File: src/rtl/serial_irq_vectorer.sv
module serial_irq_vectorer #(
  parameter logic [7:0] CMD_TX_RST  = 8'h28,
  parameter logic [7:0] CMD_EXT_RST = 8'h10,
  parameter logic [7:0] CMD_REARM   = 8'h20,
  parameter logic [7:0] CMD_ERR_RST = 8'h30
) (
  input  logic       clk,
  input  logic       rst_n,
  input  logic       wr_en,
  input  logic       wr_b,
  input  logic [1:0] wr_addr,
  input  logic [7:0] wr_data,
  input  logic [1:0] rx_char,
  input  logic [1:0] rx_err,
  input  logic [1:0] rx_read,
  input  logic [1:0] tx_empty,
  input  logic [1:0] ext_chg,
  input  logic       ack,
  input  logic       reti,
  input  logic       iei,
  output logic       ieo,
  output logic       int_n,
  output logic [7:0] ack_vec,
  output logic       vec_oe,
  output logic [7:0] status_vec
);
  localparam int NLVL = 8;

  logic [7:0] vbase;
  logic       sav;
  logic [1:0] ext_en, tx_en, armed;
  logic [1:0] rx_mode [2];
  logic [NLVL-1:0] pend, ius, mask, req;
  logic       win_vld;
  logic [2:0] win, top;
  logic       top_vld;
  logic [7:0] vec;

  function automatic logic [2:0] vcode(input logic [2:0] lvl);
    logic [1:0] s;
    case (lvl[1:0])
      2'd0:    s = 2'b11;
      2'd1:    s = 2'b10;
      2'd2:    s = 2'b00;
      default: s = 2'b01;
    endcase
    return {~lvl[2], s};
  endfunction

  always_comb begin
    for (int c = 0; c < 2; c++) begin
      mask[4*c]   = rx_mode[c] != 2'b00;
      mask[4*c+1] = rx_mode[c] != 2'b00;
      mask[4*c+2] = tx_en[c];
      mask[4*c+3] = ext_en[c];
    end
  end
  assign req = pend & mask;

  always_comb begin
    logic blk;
    blk = 1'b0;
    win_vld = 1'b0;
    win = '0;
    top_vld = 1'b0;
    top = '0;
    for (int i = 0; i < NLVL; i++) begin
      if (!top_vld && ius[i]) begin
        top_vld = 1'b1;
        top = 3'(i);
      end
      blk = blk | ius[i];
      if (!blk && !win_vld && req[i]) begin
        win_vld = 1'b1;
        win = 3'(i);
      end
    end
  end

  assign vec        = (sav && win_vld) ? {vbase[7:4], vcode(win), vbase[0]} : vbase;
  assign status_vec = vec;
  assign ack_vec    = vec;
  assign vec_oe     = ack && iei && win_vld;
  assign int_n      = !(iei && win_vld);
  assign ieo        = iei && !(|req) && !(|ius);

  always_ff @(posedge clk) begin
    if (!rst_n) begin
      vbase   <= '0;
      sav     <= 1'b0;
      ext_en  <= '0;
      tx_en   <= '0;
      armed   <= '1;
      rx_mode <= '{2'b00, 2'b00};
      pend    <= '0;
      ius     <= '0;
    end else begin
      for (int c = 0; c < 2; c++) begin
        logic sel, cmd;
        sel = wr_en && (wr_b == c[0]);
        cmd = sel && wr_addr == 2'd0;
        if (sel && wr_addr == 2'd1) begin
          ext_en[c]  <= wr_data[0];
          tx_en[c]   <= wr_data[1];
          rx_mode[c] <= wr_data[4:3];
          if (c == 1) sav <= wr_data[2];
        end
        if (c == 1 && sel && wr_addr == 2'd2) vbase <= wr_data;

        if (rx_char[c]) begin
          if (rx_mode[c][1]) pend[4*c+1] <= 1'b1;
          else if (rx_mode[c] == 2'b01 && armed[c]) begin
            pend[4*c+1] <= 1'b1;
            armed[c]    <= 1'b0;
          end
        end
        if (rx_read[c]) pend[4*c+1] <= 1'b0;
        if (cmd && wr_data == CMD_REARM) armed[c] <= 1'b1;

        if (rx_err[c] && rx_mode[c] != 2'b00) pend[4*c] <= 1'b1;
        if (cmd && wr_data == CMD_ERR_RST) pend[4*c] <= 1'b0;

        if (tx_empty[c] && tx_en[c]) pend[4*c+2] <= 1'b1;
        if (cmd && wr_data == CMD_TX_RST) pend[4*c+2] <= 1'b0;

        if (ext_chg[c] && ext_en[c]) pend[4*c+3] <= 1'b1;
        if (cmd && wr_data == CMD_EXT_RST) pend[4*c+3] <= 1'b0;
      end

      if (reti && top_vld) ius[top] <= 1'b0;
      if (ack && iei && win_vld) ius[win] <= 1'b1;
    end
  end

  assert_ius_set_by_ack_R10: assert property (@(posedge clk) disable iff (!rst_n)
    (|(ius & ~$past(ius))) |-> $past(ack));

  assert_ius_clear_by_reti_R10: assert property (@(posedge clk) disable iff (!rst_n)
    (|(~ius & $past(ius))) |-> $past(reti));

  assert_tx_clear_cmd_only_R6: assert property (@(posedge clk) disable iff (!rst_n)
    $fell(pend[2]) |-> $past(wr_en && !wr_b && wr_addr == 2'd0 && wr_data == CMD_TX_RST));

  assert_iei_low_blocks_R11: assert property (@(posedge clk) disable iff (!rst_n)
    !iei |-> (int_n && !ieo && !vec_oe));

  assert_in_service_holds_ieo_R10: assert property (@(posedge clk) disable iff (!rst_n)
    (|ius) |-> !ieo);
endmodule

File: config.mk
export PLATFORM = sky130hd
export DESIGN_NAME = serial_irq_vectorer
export DESIGN_NICKNAME = d
export VERILOG_FILES = /design/src/rtl/serial_irq_vectorer.sv
export SDC_FILE = /design/constraint.sdc
export NUM_CORES = 1
export LEC_CHECK = 0
export BUFFER_PORTS_ARGS = -buffer_cell sky130_fd_sc_hd__buf_2
export CORE_ASPECT_RATIO = 1.5
export CORE_UTILIZATION = 25
export DETAILED_ROUTE_END_ITERATION = 8
export SLEW_MARGIN = 5
export SYNTH_ARGS = -nofsm -noshare
export SYNTH_HDL_FRONTEND = slang
export SYNTH_SLANG_ARGS = --single-unit
File: constraint.sdc
create_clock -name clk -period 4.25 [get_ports clk]
set_input_delay 0.425 -clock clk [delete_from_list [all_inputs] [get_ports clk]]
set_output_delay 0.425 -clock clk [all_outputs]
set_load 0.005 [all_outputs]
==> impl_table.tex <==
\begin{tabular}{lr}
\hline
Metric & Value \\
\hline
\multicolumn{2}{l}{\textbf{Status}} \\
Result of the run & completed \\
\multicolumn{2}{l}{\textbf{Die}} \\
Height of the die & about 110 microns \\
Die outline area & between 0.008 and 0.009 sq mm \\
Starting density of the core & 26.0\% \\
Placeable core area & 0.00766 sq mm \\
Number of placement rows & 39 \\
Total I/O pin count & 46 \\
DIE WIDTH & 74.8 microns \\
\multicolumn{2}{l}{\textbf{CTS}} \\
Clock tree from TritonCTS & yes \\
Largest buffer count on any clock path & 2 \\
H-tree depth & 2 \\
\# hold bufs at CTS & 0 \\
Setup Buffers After CTS & 0 \\
Root Driver & sky130\_fd\_sc\_hd\_\_clkbuf\_16 \\
Number of clock buffers inserted by TritonCTS & 5 \\
\# clock sinks & 35 \\
Clock latency on the worst-skew pair & around 280 ps \\
Count of cells resized by post-cts repair & 0 \\
CTS clock-pin slew for the worst setup and hold paths & 60 ps \\
\multicolumn{2}{l}{\textbf{Synth}} \\
Number of synthesized flops with an enable pin & 0 \\
Dominant synthesized flop cell & sky130\_fd\_sc\_hd\_\_dfxtp\_1 \\
Syn Area/Cell & 8.57 sq um \\
Yosys cell types & 50 \\
Share of flip-flops with an asynchronous set or reset after synthesis & 0\% \\
Flip-flop and latch count after synthesis & 35 \\
Cell count after synthesis & 232 \\
Sequential share of the synthesized area & 35.2\% \\
Library cell with the largest summed area after synthesis & sky130\_fd\_sc\_hd\_\_dfxtp\_1 \\
Yosys top cell area share & 35.2\% \\
Syn Nets & 259 \\
Leading post-synthesis cells by cell area & sky130\_fd\_sc\_hd\_\_dfxtp\_1 35\%, sky130\_fd\_sc\_hd\_\_nand2\_1 6.2\%, sky130\_fd\_sc\_hd\_\_buf\_4 5.3\%, sky130\_fd\_sc\_hd\_\_mux2i\_1 4.5\%, sky130\_fd\_sc\_hd\_\_nor2b\_1 4.4\% \\
Cell Area, Synth & approximately 0.0020 sq mm \\
YS warnings & 0 \\
\multicolumn{2}{l}{\textbf{STA}} \\
Slew Viols, Final & 0 \\
Final hold vios & 0 \\
Final Hold Slack & $\sim$300 ps \\
Crit path time final & 2610 ps \\
Maximum clock frequency & 383 MHz \\
Final clock period utilization by the worst path & 61.4\% \\
Final total negative setup slack & 0 ps \\
Final Skew & roughly 2.6 ps \\
Max-slew headroom & 33.3\% \\
Unrepaired setup endpoints after global routing & false \\
Worst setup slack after layout & between 1500 and 2000 ps \\
Worst-margin pin slew & about 1000 ps \\
Final count of negative-setup-slack endpoints & 0 \\
\multicolumn{2}{l}{\textbf{Global route}} \\
GRT Util Overall & 14.3\% \\
Vias in the first global route & 1830 \\
GRT Residual Overflow & 0 \\
Number of antenna violations at the first check in global routing & 0 \\
Pin count of the biggest net entering global routing & 37 \\
Wire length of the first global-routing pass & roughly 9000 microns \\
\multicolumn{2}{l}{\textbf{Drt}} \\
Via-per-instance ratio & 5.01 \\
Drt wl/cell & about 15 microns \\
Via count of the routed design & 1825 \\
Overall routed net length & 5560 microns \\
Number of nets with antenna violations after detailed routing & 0 \\
Detailed-routing iteration count for the pre-antenna-repair pass & 4 \\
DRC viols & 0 \\
Number of design-rule violations left by the first detailed-router iteration & 60 \\
\multicolumn{2}{l}{\textbf{Place}} \\
Global placement routability congestion & 0.839 \\
\# placed instances & 357 \\
DP Worst Slack & 1960 ps \\
Hpwl dp & 4390 microns \\
Port-buffer cells & between 40 and 50 \\
\multicolumn{2}{l}{\textbf{Critical path}} \\
Ordered list of cells on the worst path & or4\_4 > nor2\_4 > a31oi\_1 > a21o\_1 > a32oi\_1 > buf\_2 \\
Max stage delay cell, worst path & sky130\_fd\_sc\_hd\_\_or4\_4 \\
Critical path class & reg -> out \\
Worst Path Max Fanout & 10 \\
Combined buffer and inverter count along the critical path & 1 \\
Kind of cell adding the most delay to the critical path & simple AND/OR/NAND/NOR gates \\
Data arrival time of the critical path & roughly 2200 ps \\
Critical path startpoint category & flop \\
Peak per-stage delay on the critical path & 620 ps \\
Endpoint kind of the worst setup timing path & output port \\
Required arrival time at the worst endpoint & 3830 ps \\
\multicolumn{2}{l}{\textbf{Finish}} \\
Area taken by flip-flops and latches & between 700 and 800 sq um \\
Multi-input combinational cell area & 0.00112 sq mm \\
Layout Nets & between 200 and 300 \\
ANT cells & 0 \\
Share of post-route cells with drive strength above 1 & between 20\% and 30\% \\
Final core utilization & 30.6\% \\
Total of fill cells in the finished design & 828 \\
Final instance count without filler cells & between 300 and 400 \\
Layout Area Growth over Synthesis & 18.0\% \\
\multicolumn{2}{l}{\textbf{Power}} \\
Peak VDD IR & approximately 160 uV \\
Pwr per Cell Area & 324 mW/mm\^{}2 \\
Leakage & approximately 0.96 nW \\
\multicolumn{2}{l}{\textbf{Min path}} \\
Worst min-delay path class & in -> reg \\
\multicolumn{2}{l}{\textbf{Run}} \\
Max-cap check violation count & 0 \\
\hline
\end{tabular}
[flip-flops by register name (all words and copies together) (netlist names)]
name / flops
vbase: 8
ius: 8
armed: 2
ext_en: 2
rx_mode: 4
pend: 8
sav: 1
tx_en: 2
[worst register-to-register path, cell delays in order (launching register included)]
cell and delay, ps:
sky130_fd_sc_hd__dfxtp_1 510, sky130_fd_sc_hd__nor2b_1 140, sky130_fd_sc_hd__o221ai_4 330, sky130_fd_sc_hd__o211ai_1 270, sky130_fd_sc_hd__or4_1 570, sky130_fd_sc_hd__o21ai_1 120
[routing by layer]
metal | wire, microns | up-vias | GRT usage, %
li1 | - | 895 | -
met1 | 2110 | 855 | 15.1
met2 | 3010 | 59 | 26.1
met3 | 216 | 16 | 2.36
met4 | 212 | 0 | 6.92
met5 | 0 | - | 0
[cells in the mapped netlist, types with 2 or more instances]
library cell	number
sky130_fd_sc_hd__nand4b_1	2
sky130_fd_sc_hd__nor3b_1	3
sky130_fd_sc_hd__o41ai_1	2
sky130_fd_sc_hd__o21a_1	2
sky130_fd_sc_hd__o21ai_1	4
sky130_fd_sc_hd__mux2i_1	9
sky130_fd_sc_hd__nand3_1	8
sky130_fd_sc_hd__nand2_1	33
sky130_fd_sc_hd__nand4_1	2
sky130_fd_sc_hd__nor4b_1	2
sky130_fd_sc_hd__o22ai_1	2
sky130_fd_sc_hd__a32o_1	3
sky130_fd_sc_hd__nor4_1	3
sky130_fd_sc_hd__a21boi_0	8
sky130_fd_sc_hd__o21ai_0	7
sky130_fd_sc_hd__buf_4	14
sky130_fd_sc_hd__nor3_1	4
sky130_fd_sc_hd__a21o_1	7
sky130_fd_sc_hd__a21oi_1	10
sky130_fd_sc_hd__o211ai_1	6
sky130_fd_sc_hd__nor2_1	10
sky130_fd_sc_hd__inv_1	5
sky130_fd_sc_hd__or4_1	2
sky130_fd_sc_hd__dfxtp_1	35
sky130_fd_sc_hd__clkbuf_1	8
sky130_fd_sc_hd__nand3b_1	2
sky130_fd_sc_hd__nor4bb_1	2
sky130_fd_sc_hd__nor2b_1	14
sky130_fd_sc_hd__o221a_2	2
[placed cells by master (no fill, tap or decap), types with 6 or more instances in the layout]
cell | Yosys | routed
sky130_fd_sc_hd__buf_2 | 0 | 45
sky130_fd_sc_hd__mux2i_1 | 9 | 9
sky130_fd_sc_hd__a21o_1 | 7 | 7
sky130_fd_sc_hd__a21oi_1 | 10 | 10
sky130_fd_sc_hd__a21boi_0 | 8 | 8
sky130_fd_sc_hd__o21ai_0 | 7 | 7
sky130_fd_sc_hd__nand2_1 | 33 | 33
sky130_fd_sc_hd__nand3_1 | 8 | 8
sky130_fd_sc_hd__nor2_1 | 10 | 10
sky130_fd_sc_hd__nor2b_1 | 14 | 14
sky130_fd_sc_hd__o211ai_1 | 6 | 6
sky130_fd_sc_hd__dfxtp_1 | 35 | 35
[worst paths after layout]
path	startpoint	to	slack, ps	cells past startpoint
hold reg to reg	vbase[1]	vbase[1]	480	2
setup reg to reg	ius[1]	ius[4]	2250	5
hold / removal	rx_read[0]	pend[1]	300	2
setup / recovery	ius[0]	status_vec[1]	1640	6
[layout make-up]
cell class                 instances  share of cell area, %
multi-input combinational        169                   47.8
sequential                        35                   29.9
tap                              102                   5.44
timing repair buffer              46                   9.92
clock inverter                     1                  0.213
inverter                           5                  0.800
clock buffer                       6                   5.92
[report_power, final]
part	switching, mW	total [mW]	leakage (nW)	internal, mW
registers	0.00541	0.339	0.283	0.333
logic	0.0300	0.0550	0.601	0.0250
clock network	0.138	0.367	0.0727	0.229
[logic make-up (layout without fill, tap and decap cells)]
| group | Yosys count | in the layout | share of synthesized area (%) |
|---|---|---|---|
| buffers and inverters | 28 | 58 | 8.31 |
| AO/OA/AOI/OAI | 66 | 66 | 25.7 |
| multiplexers | 9 | 9 | 4.53 |
| flip-flops | 35 | 35 | 35.2 |
| AND/OR/NAND/NOR | 94 | 94 | 26.2 |
[per-stage QoR]
stage / instance area, sq um / power (mW)
after floorplan: 1990 / 0.376
after global placement: 2200 / 0.400
after detailed placement: 2200 / 0.401
after CTS: 2350 / 0.763
after global routing: 2350 / 0.783
final: 2350 / 0.761
No activity file was read; power rests on OpenSTA's default activity.
